[src/rtl/scq_pkg.sv]
package scq_pkg;

  typedef struct packed {
    logic [12:0] rsvd;
    logic        stripe;
    logic        rx;
    logic        tx;
    logic        bus_hi;
    logic        bus_lo;
    logic        cs_hi;
    logic        cs_lo;
    logic [1:0]  lanes;
    logic        expo;
    logic        xfer;
    logic [7:0]  imm;
  } scq_cmd_t;

  typedef enum logic [2:0] {
    ST_IDLE  = 3'd0,
    ST_DEC   = 3'd1,
    ST_WAIT  = 3'd2,
    ST_BYTE  = 3'd3,
    ST_SHIFT = 3'd4
  } scq_state_e;

endpackage

[src/rtl/scq_fifo.sv]
module scq_fifo #(
  parameter int W     = 32,
  parameter int DEPTH = 8
) (
  input  logic         clk,
  input  logic         rst_n,
  input  logic         wr_en,
  input  logic [W-1:0] wr_data,
  input  logic         rd_en,
  output logic [W-1:0] rd_data,
  output logic         full,
  output logic         empty
);
  localparam int AW = (DEPTH > 1) ? $clog2(DEPTH) : 1;
  localparam int CW = AW + 1;

  logic [W-1:0]  mem [DEPTH];
  logic [AW-1:0] wp_q, wp_n, rp_q, rp_n;
  logic [CW-1:0] cnt_q, cnt_n;
  logic          do_wr, do_rd;

  assign full    = (cnt_q == CW'(DEPTH));
  assign empty   = (cnt_q == '0);
  assign do_wr   = wr_en && !full;
  assign do_rd   = rd_en && !empty;
  assign rd_data = mem[rp_q];

  always_comb begin
    wp_n  = wp_q;
    rp_n  = rp_q;
    cnt_n = cnt_q;
    if (do_wr) wp_n = (wp_q == AW'(DEPTH - 1)) ? '0 : wp_q + 1'b1;
    if (do_rd) rp_n = (rp_q == AW'(DEPTH - 1)) ? '0 : rp_q + 1'b1;
    if (do_wr && !do_rd) cnt_n = cnt_q + 1'b1;
    else if (do_rd && !do_wr) cnt_n = cnt_q - 1'b1;
  end

  always_ff @(posedge clk or negedge rst_n) begin
    if (!rst_n) begin
      wp_q  <= '0;
      rp_q  <= '0;
      cnt_q <= '0;
    end else begin
      wp_q  <= wp_n;
      rp_q  <= rp_n;
      cnt_q <= cnt_n;
    end
  end

  always_ff @(posedge clk) begin
    if (do_wr) mem[wp_q] <= wr_data;
  end
endmodule

[src/rtl/scq_shifter.sv]
module scq_shifter #(
  parameter int HALF = 2
) (
  input  logic       clk,
  input  logic       rst_n,
  input  logic       cpol,
  input  logic       cpha,
  input  logic       start,
  input  logic [7:0] tx_byte,
  input  logic       miso,
  output logic       sclk,
  output logic       mosi,
  output logic       done,
  output logic [7:0] rx_byte,
  output logic       active
);
  localparam int TW = (HALF > 1) ? $clog2(HALF) : 1;

  logic          act_q, act_n;
  logic [TW-1:0] tmr_q, tmr_n;
  logic [3:0]    edge_q, edge_n;
  logic          ph_q, ph_n;
  logic [7:0]    sh_q, sh_n;
  logic [7:0]    rx_q, rx_n;
  logic          tick, lead, smp, shf;

  assign tick    = act_q && (tmr_q == '0);
  assign lead    = ~edge_q[0];
  assign smp     = tick && (lead ^ cpha);
  assign shf     = tick && ((!lead && !cpha && edge_q != 4'd15) ||
                            (lead && cpha && edge_q != 4'd0));
  assign done    = tick && (edge_q == 4'd15);
  assign rx_byte = rx_n;
  assign sclk    = cpol ^ ph_q;
  assign mosi    = sh_q[7];
  assign active  = act_q;

  always_comb begin
    act_n  = act_q;
    tmr_n  = tmr_q;
    edge_n = edge_q;
    ph_n   = ph_q;
    sh_n   = sh_q;
    rx_n   = smp ? {rx_q[6:0], miso} : rx_q;
    if (!act_q) begin
      if (start) begin
        act_n  = 1'b1;
        tmr_n  = TW'(HALF - 1);
        edge_n = '0;
        ph_n   = 1'b0;
        sh_n   = tx_byte;
      end
    end else if (tick) begin
      tmr_n  = TW'(HALF - 1);
      ph_n   = ~ph_q;
      edge_n = edge_q + 1'b1;
      if (shf) sh_n = {sh_q[6:0], 1'b1};
      if (edge_q == 4'd15) act_n = 1'b0;
    end else begin
      tmr_n = tmr_q - 1'b1;
    end
  end

  always_ff @(posedge clk or negedge rst_n) begin
    if (!rst_n) begin
      act_q  <= 1'b0;
      tmr_q  <= '0;
      edge_q <= '0;
      ph_q   <= 1'b0;
      sh_q   <= 8'hFF;
      rx_q   <= '0;
    end else begin
      act_q  <= act_n;
      tmr_q  <= tmr_n;
      edge_q <= edge_n;
      ph_q   <= ph_n;
      sh_q   <= sh_n;
      rx_q   <= rx_n;
    end
  end
endmodule

[src/rtl/scq_seq.sv]
module scq_seq
  import scq_pkg::*;
#(
  parameter int CNT_W = 16,
  parameter int HALF  = 2
) (
  input  logic        clk,
  input  logic        rst_n,
  input  logic        en,
  input  logic        cmd_empty,
  input  scq_cmd_t    cmd_word,
  output logic        cmd_pop,
  input  logic        txw_empty,
  input  logic [31:0] txw_word,
  output logic        txw_pop,
  output logic        sh_start,
  output logic [7:0]  sh_byte,
  input  logic        sh_done,
  input  logic [7:0]  sh_rx,
  output logic [1:0]  cs_n,
  output logic        rx_valid,
  output logic [7:0]  rx_data,
  output logic        busy,
  output logic        cur_rx
);
  localparam int PER    = 2 * HALF;
  localparam int WAIT_W = 9 + $clog2(PER);
  localparam int MAXE   = CNT_W - 1;

  scq_state_e        st_q, st_n;
  scq_cmd_t          cmd_q, cmd_n;
  logic [CNT_W-1:0]  cnt_q, cnt_n, dec_cnt;
  logic [WAIT_W-1:0] wait_q, wait_n, dec_wait;
  logic [31:0]       word_q, word_n;
  logic              wvld_q, wvld_n;
  logic [1:0]        bidx_q, bidx_n;
  logic [1:0]        cs_q, cs_n_nx;
  logic              rxv_q, rxv_n;
  logic [7:0]        rxd_q, rxd_n;
  logic [7:0]        exp_sel;
  logic              ctrl_only, use_words;

  assign ctrl_only = !cmd_q.tx && !cmd_q.rx;
  assign use_words = cmd_q.tx && cmd_q.xfer;
  assign exp_sel   = (cmd_q.imm > 8'(MAXE)) ? 8'(MAXE) : cmd_q.imm;
  assign dec_wait  = WAIT_W'(cmd_q.imm) * WAIT_W'(PER);

  always_comb begin
    if (!cmd_q.xfer)     dec_cnt = CNT_W'(1);
    else if (cmd_q.expo) dec_cnt = CNT_W'(1) << exp_sel;
    else                 dec_cnt = CNT_W'(cmd_q.imm);
  end

  always_comb begin
    st_n     = st_q;
    cmd_n    = cmd_q;
    cnt_n    = cnt_q;
    wait_n   = wait_q;
    word_n   = word_q;
    wvld_n   = wvld_q;
    bidx_n   = bidx_q;
    cs_n_nx  = cs_q;
    rxv_n    = 1'b0;
    rxd_n    = rxd_q;
    cmd_pop  = 1'b0;
    txw_pop  = 1'b0;
    sh_start = 1'b0;
    sh_byte  = 8'hFF;
    unique case (st_q)
      ST_IDLE: begin
        if (en && !cmd_empty) begin
          cmd_pop = 1'b1;
          cmd_n   = cmd_word;
          st_n    = ST_DEC;
        end
      end
      ST_DEC: begin
        if (ctrl_only) begin
          cs_n_nx = (cmd_q.cs_lo || cmd_q.cs_hi) ? ~{cmd_q.cs_hi, cmd_q.cs_lo} : 2'b11;
          wait_n  = dec_wait;
          st_n    = (cmd_q.imm == 8'd0) ? ST_IDLE : ST_WAIT;
        end else begin
          cnt_n = dec_cnt;
          st_n  = (dec_cnt == '0) ? ST_IDLE : ST_BYTE;
        end
      end
      ST_WAIT: begin
        if (wait_q <= WAIT_W'(1)) st_n = ST_IDLE;
        else wait_n = wait_q - 1'b1;
      end
      ST_BYTE: begin
        if (use_words && !wvld_q) begin
          if (!txw_empty) begin
            txw_pop = 1'b1;
            word_n  = txw_word;
            wvld_n  = 1'b1;
            bidx_n  = 2'd0;
          end
        end else begin
          sh_start = 1'b1;
          if (use_words)     sh_byte = word_q[{bidx_q, 3'b000} +: 8];
          else if (cmd_q.tx) sh_byte = cmd_q.imm;
          else               sh_byte = 8'hFF;
          st_n = ST_SHIFT;
        end
      end
      ST_SHIFT: begin
        if (sh_done) begin
          rxv_n = cmd_q.rx;
          rxd_n = sh_rx;
          cnt_n = cnt_q - 1'b1;
          if (use_words) begin
            bidx_n = bidx_q + 1'b1;
            if (bidx_q == 2'd3 || cnt_q == CNT_W'(1)) begin
              wvld_n = 1'b0;
              bidx_n = 2'd0;
            end
          end
          st_n = (cnt_q == CNT_W'(1)) ? ST_IDLE : ST_BYTE;
        end
      end
      default: st_n = ST_IDLE;
    endcase
  end

  always_ff @(posedge clk or negedge rst_n) begin
    if (!rst_n) begin
      st_q   <= ST_IDLE;
      cmd_q  <= '0;
      cnt_q  <= '0;
      wait_q <= '0;
      word_q <= '0;
      wvld_q <= 1'b0;
      bidx_q <= '0;
      cs_q   <= 2'b11;
      rxv_q  <= 1'b0;
      rxd_q  <= '0;
    end else begin
      st_q   <= st_n;
      cmd_q  <= cmd_n;
      cnt_q  <= cnt_n;
      wait_q <= wait_n;
      word_q <= word_n;
      wvld_q <= wvld_n;
      bidx_q <= bidx_n;
      cs_q   <= cs_n_nx;
      rxv_q  <= rxv_n;
      rxd_q  <= rxd_n;
    end
  end

  assign cs_n     = cs_q;
  assign rx_valid = rxv_q;
  assign rx_data  = rxd_q;
  assign busy     = (st_q != ST_IDLE);
  assign cur_rx   = cmd_q.rx;
endmodule

[src/rtl/spi_cmdq_master.sv]
module spi_cmdq_master
  import scq_pkg::*;
#(
  parameter int CMD_DEPTH = 8,
  parameter int TXW_DEPTH = 8,
  parameter int HALF_DIV  = 2,
  parameter int CNT_W     = 16
) (
  input  logic        clk,
  input  logic        rst_n,
  input  logic        cfg_en,
  input  logic        cfg_cpol,
  input  logic        cfg_cpha,
  input  logic        cmd_valid,
  input  logic [31:0] cmd_data,
  output logic        cmd_ready,
  input  logic        txw_valid,
  input  logic [31:0] txw_data,
  output logic        txw_ready,
  output logic        rx_valid,
  output logic [7:0]  rx_data,
  output logic        spi_sclk,
  output logic [1:0]  spi_cs_n,
  output logic        spi_mosi,
  input  logic        spi_miso,
  output logic        cmdq_empty,
  output logic        busy
);
  logic        cq_full, cq_empty, cq_pop;
  logic [31:0] cq_word;
  logic        tq_full, tq_empty, tq_pop;
  logic [31:0] tq_word;
  logic        sh_start, sh_done, sh_active;
  logic [7:0]  sh_byte, sh_rx;
  logic        cur_rx;

  scq_fifo #(.W(32), .DEPTH(CMD_DEPTH)) u_cmdq (
    .clk(clk), .rst_n(rst_n),
    .wr_en(cmd_valid), .wr_data(cmd_data),
    .rd_en(cq_pop), .rd_data(cq_word),
    .full(cq_full), .empty(cq_empty)
  );

  scq_fifo #(.W(32), .DEPTH(TXW_DEPTH)) u_txq (
    .clk(clk), .rst_n(rst_n),
    .wr_en(txw_valid), .wr_data(txw_data),
    .rd_en(tq_pop), .rd_data(tq_word),
    .full(tq_full), .empty(tq_empty)
  );

  scq_seq #(.CNT_W(CNT_W), .HALF(HALF_DIV)) u_seq (
    .clk(clk), .rst_n(rst_n), .en(cfg_en),
    .cmd_empty(cq_empty), .cmd_word(scq_cmd_t'(cq_word)), .cmd_pop(cq_pop),
    .txw_empty(tq_empty), .txw_word(tq_word), .txw_pop(tq_pop),
    .sh_start(sh_start), .sh_byte(sh_byte), .sh_done(sh_done), .sh_rx(sh_rx),
    .cs_n(spi_cs_n), .rx_valid(rx_valid), .rx_data(rx_data),
    .busy(busy), .cur_rx(cur_rx)
  );

  scq_shifter #(.HALF(HALF_DIV)) u_shf (
    .clk(clk), .rst_n(rst_n), .cpol(cfg_cpol), .cpha(cfg_cpha),
    .start(sh_start), .tx_byte(sh_byte), .miso(spi_miso),
    .sclk(spi_sclk), .mosi(spi_mosi), .done(sh_done),
    .rx_byte(sh_rx), .active(sh_active)
  );

  assign cmd_ready  = !cq_full;
  assign txw_ready  = !tq_full;
  assign cmdq_empty = cq_empty;
endmodule

[config.mk]
export PLATFORM = sky130hd
export DESIGN_NAME = spi_cmdq_master
export DESIGN_NICKNAME = d
export VERILOG_FILES = /design/src/rtl/scq_pkg.sv /design/src/rtl/scq_fifo.sv /design/src/rtl/scq_shifter.sv /design/src/rtl/scq_seq.sv /design/src/rtl/spi_cmdq_master.sv
export SDC_FILE = /design/constraint.sdc
export NUM_CORES = 1
export LEC_CHECK = 0
export ABC_AREA = 1
export BUFFER_PORTS_ARGS = -buffer_cell sky130_fd_sc_hd__buf_2
export CAP_MARGIN = 20
export CORE_MARGIN = 2
export CORE_UTILIZATION = 55
export CTS_BUF_LIST = sky130_fd_sc_hd__clkbuf_8
export DETAILED_ROUTE_END_ITERATION = 16
export GPL_TIMING_DRIVEN = 0
export PLACE_DENSITY = 0.68
export SYNTH_ARGS = -nofsm -noshare
export SYNTH_HDL_FRONTEND = slang
export SYNTH_SLANG_ARGS = --single-unit
[constraint.sdc]
create_clock -name clk -period 6 [get_ports clk]
set_input_delay 1.5 -clock clk [delete_from_list [all_inputs] [get_ports clk]]
set_output_delay 1.5 -clock clk [all_outputs]
set_load 0.1 [all_outputs]
==> flow_metrics.py, run 1 <==
metrics = {
    "sta": {
        "finalClockSkew_ns": 0.0278,
        "layout_min_cycle_time_ns": 3.65,
        "holdWs_ns": 0.470,
        "setup_viol": 0,
        "fmax_ghz": 0.274,
        "tightest_slew_ns": 1.04,
        "slew_headroom_pct": 30.1,
        "fin_crit_sh_pct": 60.9,
        "fin_tns_setup_ns": 0,
        "finalHoldViolations": 0,
        "rsz0062_at_grt": "false",
        "drv_slew": 0,
    },
    "floorplanning": {
        "row_count": 72,
        "pin_count": 89,
        "die-area_um2": 40300,
        "coreArea_um2": 38400,
        "dieHeight_um": 201,
        "start_util_pct": 55.5,
        "die_x_um": 201,
    },
    "layout": {
        "synthToLayoutAreaGrowth_pct": 13.5,
        "final_common_cell": "edfxtp_1",
        "final_cell_mix": "edfxtp_1, nand2_1, o21ai_0",
        "layout-drive-gt1-share_pct": 12.7,
        "fin_nets": 2071,
        "fin_util_pct": 62.9,
    },
    "clock_network": {
        "post_cts_buffers": 0,
        "worstSkewPairLatency_ns": 0.65,
        "clk_path_buf_depth": 3,
        "cts_hold_buf": 0,
        "cts_buffers": 82,
        "htreeDepth": 3,
        "clk_pin_slew_ns": 0.06,
        "cts_root_buf": "clkbuf_8",
        "cts_tree": "built",
        "cts_resized": 0,
        "numClockSinks": 501,
    },
    "grt": {
        "grt_max_degree": 73,
        "grt_pass1_wl_um": 78500,
        "grt_pass1_vias": 14300,
        "grt_remaining_overflow": 0,
        "grt_use_total_pct": 25.3,
        "antenna_found_initial": 2,
    },
    "synth": {
        "synth_top_area_share_pct": 51.9,
        "yosys-top-cells-area": "edfxtp_1, dfrtp_1, o21ai_0",
        "netlist_area_um2": 21300,
        "yosysUniqueCellTypes": 49,
        "synthArstFlopShare_pct": 26.5,
        "yosysWarningCount": 0,
        "ys_seq_area_share_pct": 67.6,
        "synth-edff-count": 368,
        "synth_top_area_cell": "edfxtp_1",
        "postSynthAreaPerCell_um2": 11.8,
        "synthCells": 1805,
        "ys_ff_latch": 501,
        "syn-num-nets": 1902,
        "ys.flop_type": "edfxtp_1",
    },
    "power_and_ir_drop": {
        "total_power_mw": 12.2,
        "peakVddDrop_uv": 272,
        "powerDensity_nw_per_um2": 503,
        "power_leakage_nw": 9.42,
    },
    "placement": {
        "hpwl_um": 34000,
        "gp_congestion": 0.880,
        "portBuffers": 70,
    },
    "route": {
        "wl_um": 50300,
        "wl_per_cell_um": 19.6,
        "vias": 14400,
        "initialDrtViolationCount": 1102,
        "drt_first_pass_iters": 7,
        "postRouteAntennaNets": 0,
        "drcViolationCount": 0,
        "routed_via_density": 5.61,
    },
    "critical_path": {
        "slowest_delay_ns": 0.44,
        "cpMostUsedCell": "buf_2",
        "reg2reg_depth": 20,
        "critical_path_class": "input port to primary output",
        "endpoint_kind": "primary output",
        "critical_path_arrival_ns": 2.15,
        "cp_max_fo": 1,
        "cp_data_required_time_ns": 4.50,
        "slowest_stage": "buf_2",
        "crit_path_cell_trace": "buf_2 -> xor2_1 -> buf_2",
        "start_kind": "input port",
    },
    "min_path": {
        "whs_path_depth": 2,
        "min_path_type": "flop to flop",
    },
    "status": {
        "outcome": "complete, no violations",
    },
    "flow_run": {
        "drv_cap": 0,
    },
}
[final timing paths]
check / startpoint / end / slack, ns
worst min-delay path: u_shf.sh_q[5] / u_shf.sh_q[5] / 0.47
worst min register to register: u_shf.sh_q[5] / u_shf.sh_q[5] / 0.47
worst max-delay path: cfg_cpol / spi_sclk / 2.35
max in group asynchronous: rst_n / u_seq.word_q[15] / 4.35
worst max register to register: u_shf.edge_q[1] / u_txq.cnt_q[3] / 2.75
min in group asynchronous: rst_n / u_seq.rx_data[7] / 0.84
[cell families (layout without fill, tap and decap cells)]
group,count (synthesis),after routing,share of synthesized area [%]
compound gates,455,455,12.4
xor+xnor,17,17,0.700
fa+ha+maj,25,25,1.54
buf+inv,249,485,4.66
flops,501,501,67.6
mux,79,79,3.72
other cells,0,2,0
simple gates,479,479,9.34
[synthesized netlist by cell type, types with 19 or more instances]
cell	count
nand2_1	225
edfxtp_1	368
nor2_1	168
nand3_1	54
o21ai_0	205
mux2i_1	78
buf_2	20
o221ai_1	19
a21oi_1	100
o211ai_1	60
dfrtp_1	123
inv_1	149
ha_1	23
clkbuf_1	58
[where the power goes]
part / switching (mW) / internal [mW] / total (mW)
Sequential: 0.405 / 4.55 / 4.95
Clock: 1.35 / 1.41 / 2.76
Combinational: 3.09 / 1.35 / 4.44
Total: 4.84 / 7.31 / 12.2
[stage by stage]
step / worst slack [ns] / area [µm²] / std cells
2_1_floorplan: 1.58 / 21300 / 1805
3_3_place_gp: 0.896 / 22300 / 2393
3_5_place_dp: 2.23 / 22600 / 2408
4_1_cts: 2.34 / 24100 / 2559
5_1_grt: 2.32 / 24200 / 2561
6_report: 2.35 / 24200 / 2561
[per-layer routing]
layer	GRT usage, %	share of wire (%)
met2	42.5	49
met1	32.7	42
met3	3.93	5.1
met4	11.6	3.8
met5	0	0
[registers in the layout, indices dropped and copies added, names as in the netlist, 2 cells and up]
name	cells
u_seq.wait_q	11
u_seq.cmd_q	13
u_txq.wp_q	3
u_shf.rx_q	8
u_cmdq.cnt_q	4
u_seq.word_q	32
u_seq.rx_data	8
u_seq.cnt_q	16
u_seq.st_q	3
u_txq.cnt_q	4
u_seq.cs_n	2
u_shf.sh_q	8
u_seq.bidx_q	2
u_txq.mem	256
u_cmdq.wp_q	3
u_cmdq.rp_q	3
u_txq.rp_q	3
u_cmdq.mem	112
u_shf.edge_q	4
[worst max-delay path, delay by kind of cell]
kind                   cells  cell delay [ns]
XOR/XNOR                   1             0.11
buffers and inverters      2             0.54
[area by class of cell]
cell class | count | area, µm²
sequential | 501 | 14400
fill | 3107 | 14200
multi-input combinational | 1055 | 5960
clock buffer | 92 | 1270
tap | 518 | 648
timing repair buffer | 85 | 631
inverter | 160 | 601
buffer | 89 | 390
clock inverter | 59 | 256
antenna | 2 | 5.00
Power figures use the tool's default switching activity.
==> inputs of run 2 (changes only) <==
Settings changed: PLACE_DENSITY 0.68 to 0.71.
Clock period 6 ns to 3.3 ns, I/O delays scaled along.
==> run 2 against run 1 <==
Critical path depth is 15 higher. Wire length up 1.6%. Global-route usage up 0.37 points. Count of clock-buffer cells in the layout is 2 lower. Combinational power is 84% higher.
==> flow_metrics.py, run 2 (synthesis results as in run 1) <==
metrics = {
    "status": {
        "outcome": "complete, no violations",
    },
    "grt": {
        "grt_use_total_pct": 25.6,
        "grt_pass1_vias": 14700,
        "grt_max_degree": 72,
        "antenna_found_initial": 3,
        "grt_pass1_wl_um": 79800,
        "grt_remaining_overflow": 0,
    },
    "power_and_ir_drop": {
        "powerDensity_nw_per_um2": 923,
        "peakVddDrop_uv": 503,
        "power_leakage_nw": 9.48,
        "total_power_mw": 22.4,
    },
    "layout": {
        "synthToLayoutAreaGrowth_pct": 14.0,
        "layout-drive-gt1-share_pct": 13.2,
        "final_cell_mix": "edfxtp_1, nand2_1, o21ai_0",
        "largestRegisters": "u_txq.mem (256), u_cmdq.mem (112), u_seq.word_q (32)",
        "fin_nets": 2074,
        "finalInstanceArea_um2": 24300,
        "largest_register_ff_count": 256,
        "instances_no_fill": 2557,
        "regMostFlops": "u_txq.mem",
        "final_common_cell": "edfxtp_1",
    },
    "clock_network": {
        "cts_root_buf": "clkbuf_8",
        "clk_pin_slew_ns": 0.07,
        "numClockSinks": 501,
        "htreeDepth": 3,
        "cts_tree": "built",
        "cts_buffers": 80,
        "worstSkewPairLatency_ns": 0.65,
        "clk_path_buf_depth": 3,
    },
    "floorplanning": {
        "row_count": 72,
        "coreArea_um2": 38400,
        "dieHeight_um": 201,
        "die_x_um": 201,
        "start_util_pct": 55.5,
        "pin_count": 89,
        "die-area_um2": 40300,
    },
    "flow_run": {
        "drv_cap": 0,
    },
    "min_path": {
        "min_path_type": "input port to asynchronous set/reset pin",
    },
    "critical_path": {
        "critical_path_class": "flop to flop",
        "cp_max_fo": 15,
        "r2r_setup_slack_ns": 0.24,
        "endpoint_kind": "flop",
        "cp_data_required_time_ns": 3.86,
        "critical_path_arrival_ns": 3.62,
        "start_kind": "flop",
        "startpoint": "u_shf.edge_q[1]",
        "r2r_start": "u_shf.edge_q[1]",
    },
    "route": {
        "wl_per_cell_um": 20.0,
        "drt_first_pass_iters": 5,
        "vias": 14500,
        "wl_um": 51100,
        "drcViolationCount": 0,
        "initialDrtViolationCount": 1297,
        "postRouteAntennaNets": 0,
        "routed_via_density": 5.69,
    },
    "sta": {
        "finalHoldViolations": 0,
        "setup_viol": 0,
        "drv_slew": 0,
        "tightest_slew_ns": 1.09,
        "slew_headroom_pct": 26.6,
        "fin_crit_sh_pct": 92.7,
        "fmax_ghz": 0.327,
        "finalClockSkew_ns": 0.0277,
        "layout_min_cycle_time_ns": 3.06,
        "fin_tns_setup_ns": 0,
        "holdWs_ns": 0.176,
    },
    "placement": {
        "placed_cell_area_um2": 22600,
        "gp_congestion": 0.881,
        "place_inst": 2406,
        "hpwl_um": 33900,
        "portBuffers": 70,
    },
}
## run 2: cell count changes in the layout (fill, tap and decap cells not counted), moves of 2 or more
cell / before / now
buf_16: 6 / 9
buf_4: 7 / 13
nor2_1: 158 / 156
inv_1: 170 / 173
clkbuf_8: 92 / 90
bufinv_16: 0 / 3
buf_12: 3 / 0
clkinv_1: 26 / 13
## run 2: area by class of cell
cell class              count  area [µm²]
repair buffers             91         698
plain buffers              88         385
flip-flops and latches    501       14400
multi-input cells        1055        5970
well taps                 518         648
diodes                      2        5.00
inverters                 160         603
fillers                  3018       14100
clock inverters            52         314
clock buffers              90        1240
## run 2: report_power, final
group,leakage [nW],internal [mW],total [mW],switching [mW]
sequential,4.94,8.27,9.03,0.768
combinational,3.66,2.51,8.19,5.68
clock,0.884,2.74,5.16,2.42
total,9.48,13.5,22.4,8.87
## run 2: path summary, 6_finish.rpt
path / endpoint / cells after the start
worst min-delay path: u_seq.word_q[1] / 1
worst max register to register: u_txq.cnt_q[3] / 18
worst min register to register: u_shf.sh_q[6] / 2
min in group clk: u_txq.mem[4][3] / 1
worst max-delay path: u_txq.cnt_q[3] / 18
max in group asynchronous: u_shf.sh_q[6] / 2
## run 2: metrics by stage
stage               worst slack [ns]  utilization, %
floorplan                     -0.204               -
global placement               -1.20            58.1
detailed placement            0.0525            59.0
CTS                           0.0288            63.0
global route                 -0.0142            63.2
finish                         0.242            63.2
## run 2: critical path, cell delays in order (launching register included)
cell,delay [ns]
dfrtp_1,0.40
ha_1,0.18
nand3_1,0.13
nor2_4,0.17
nor2_1,0.07
inv_2,0.09
nand2_1,0.09
nor2_4,0.14
inv_2,0.07
nor2_4,0.20
inv_4,0.13
ha_1,0.25
inv_1,0.12
ha_1,0.25
a21o_1,0.18
a21oi_1,0.15
nor2_1,0.06
nor2_1,0.13
xor2_1,0.17
## run 2: repair_timing
action / in CTS / in global routing
hold endpoints to repair: 0 / 0
buffers inserted: 0 / 8
resized for setup: 0 / 3
hold buffers: 0 / 0
setup endpoints to repair: 0 / 1
## run 2: layer usage
layer	share of wire, %	wire, µm	GRT usage, %
met3	7.4	3760	4.51
met4	4.3	2220	12.2
met2	48	24700	42.2
met1	40	20300	33.4
met5	0.049	25	0
==> inputs of run 3 (changes only) <==
Settings changed: PLACE_DENSITY 0.71 to 0.75.
==> run 3 against run 2 <==
Hold slack got worse by 0.069 ns. Flip-flop and latch count did not move. Cell area fell by 0.11%. Via count rose by 0.69%. Critical endpoint unchanged.
==> flow_metrics.py, run 3 (synthesis results as in run 1) <==
metrics = {
    "status": {
        "outcome": "complete, no violations",
    },
    "sta": {
        "setup_viol": 0,
        "fmax_ghz": 0.330,
        "layout_min_cycle_time_ns": 3.03,
        "fin_crit_sh_pct": 92.0,
        "fin_tns_setup_ns": 0,
        "tightest_slew_ns": 1.05,
        "slew_headroom_pct": 29.4,
        "holdWs_ns": 0.107,
        "drv_slew": 0,
        "finalClockSkew_ns": 0.0383,
        "finalHoldViolations": 0,
    },
    "route": {
        "postRouteAntennaNets": 0,
        "routed_via_density": 5.72,
        "wl_per_cell_um": 19.7,
        "wl_um": 50400,
        "drcViolationCount": 0,
        "vias": 14600,
        "drt_first_pass_iters": 6,
        "initialDrtViolationCount": 1417,
    },
    "clock_network": {
        "cts_root_buf": "clkbuf_8",
        "cts_hold_buf": 0,
        "cts_tree": "built",
        "numClockSinks": 501,
        "clk_path_buf_depth": 3,
        "htreeDepth": 3,
        "cts_buffers": 81,
        "clk_pin_slew_ns": 0.07,
        "worstSkewPairLatency_ns": 0.65,
    },
    "power_and_ir_drop": {
        "p_clk_share_pct": 23.0,
        "p_seq_share_pct": 40.4,
        "swShare_pct": 39.7,
        "powerDensity_nw_per_um2": 922,
        "power.switching_mw": 8.87,
        "peakVddDrop_uv": 456,
        "total_power_mw": 22.3,
        "p_int_mw": 13.5,
        "pwr-share-comb_pct": 36.5,
        "power_leakage_nw": 9.48,
    },
    "placement": {
        "gp_congestion": 0.919,
        "portBuffers": 70,
        "hpwl_um": 33500,
    },
    "floorplanning": {
        "die_x_um": 201,
        "die-area_um2": 40300,
        "pin_count": 89,
        "dieHeight_um": 201,
        "start_util_pct": 55.5,
        "row_count": 72,
        "coreArea_um2": 38400,
    },
    "critical_path": {
        "r2r_setup_slack_ns": 0.27,
        "start_kind": "flop",
        "crit_path_cell_trace": "nor2_1 -> inv_2 -> nor2_8 -> inv_4 -> o21ai_1 -> nand2_1 -> nor2_4 -> inv_2 -> nor2_4 -> inv_6 -> ha_1 -> inv_1 -> ha_1 -> a21o_1 -> a21oi_2 -> nand2_1 -> nand2_1 -> nor2_1 -> xor2_1",
        "cp_data_required_time_ns": 3.83,
        "critical_path_arrival_ns": 3.56,
        "slowest_delay_ns": 0.41,
        "slowest_stage": "dfrtp_1",
        "cp_max_fo": 15,
        "cpMostUsedCell": "nand2_1",
        "r2r_end": "u_txq.cnt_q[3]",
        "endpoint_kind": "flop",
        "critical_path_class": "flop to flop",
        "reg2reg_depth": 19,
        "startpoint": "u_seq.st_q[1]",
        "crit_end": "u_txq.cnt_q[3]",
        "r2r_start": "u_seq.st_q[1]",
    },
    "layout": {
        "synthToLayoutAreaGrowth_pct": 13.9,
        "regMostFlops": "u_txq.mem",
        "final_common_cell": "edfxtp_1",
        "final_cell_mix": "edfxtp_1, nand2_1, o21ai_0",
        "fin_nets": 2070,
        "layout-drive-gt1-share_pct": 12.9,
        "fin_util_pct": 63.1,
        "largestRegisters": "u_txq.mem (256), u_cmdq.mem (112), u_seq.word_q (32)",
        "largest_register_ff_count": 256,
    },
    "min_path": {
        "min_path_type": "input port to asynchronous set/reset pin",
    },
    "grt": {
        "grt_max_degree": 95,
        "grt_remaining_overflow": 0,
        "grt_pass1_wl_um": 77800,
        "grt_pass1_vias": 14500,
        "antenna_found_initial": 5,
        "grt_use_total_pct": 25.0,
    },
    "flow_run": {
        "drv_cap": 0,
    },
}
## run 3: cell types whose count changed in the layout (fill, tap and decap cells not counted), moves of 2 or more
cell	change
buf_4	-8
buf_12	+3
nor2_2	-2
clkinv_2	+3
clkinv_1	+2
clkinvlp_4	-3
nor2_1	+2
clkbuf_8	+2
inv_1	+4
diode_2	+2
buf_8	+2
buf_16	-3
## run 3: layout make-up
class | count | area, µm²
flip-flops and latches | 501 | 14400
fillers | 2941 | 14100
multi-input cells | 1055 | 5980
clock buffers | 92 | 1270
repair buffers | 86 | 657
well taps | 518 | 648
inverters | 160 | 608
plain buffers | 88 | 388
clock inverters | 56 | 288
diodes | 4 | 10.0
## run 3: worst min-delay path by stage
stage                    end  cells after the start  slack [ns]
6_report       u_shf.rx_q[6]                      1        0.11
5_1_grt        u_shf.rx_q[6]                      1        0.11
4_1_cts        u_shf.rx_q[6]                      1        0.08
3_5_place_dp   u_seq.cs_n[0]                      1        0.43
3_3_place_gp   u_seq.cs_n[0]                      1        0.42
2_1_floorplan  u_seq.cs_n[0]                      1        0.41
## run 3: metal layers
layer	GRT usage, %	part of all wire [%]	routed length, µm	vias up
met1	31.8	39	19800	7078
li1	-	-	-	6797
met2	42.0	49	24900	638
met4	11.5	3.8	1900	2
met3	4.42	7.6	3820	134
met5	0	0.022	11	-
## run 3: metrics by stage
stage               cell area, µm²  worst slack, ns  cells
detailed placement           22600           0.0359   2408
global placement             22300            -1.13   2393
CTS                          24200           0.0304   2556
global route                 24200         -0.00832   2559
floorplan                    21300           -0.204   1805
finish                       24200            0.265   2560
## run 3: repair_timing
| action | in CTS | in global routing |
|---|---|---|
| setup buffers | 0 | 1 |
| gates resized for setup | 0 | 8 |
| endpoints found under the setup margin | 0 | 2 |
## run 3: power by group through the flow
| stage | registers [mW] | logic (mW) | clock network [mW] |
|---|---|---|---|
| 6_report | 9.03 | 8.16 | 5.14 |
| 4_1_cts | 9.01 | 8.08 | 5.20 |
| 2_1_floorplan | 9.31 | 5.24 | 0 |
| 5_1_grt | 9.16 | 8.93 | 5.49 |
| 3_5_place_dp | 9.13 | 8.06 | 0 |
| 3_3_place_gp | 9.11 | 7.57 | 0 |
## run 3: critical path, delay by kind of cell (launching register included)
| kind | cells | cell delay, ns |
|---|---|---|
| simple gates | 8 | 0.98 |
| fa+ha+maj | 2 | 0.48 |
| buf+inv | 5 | 0.46 |
| compound gates | 3 | 0.44 |
| flops | 1 | 0.41 |
| xor+xnor | 1 | 0.13 |
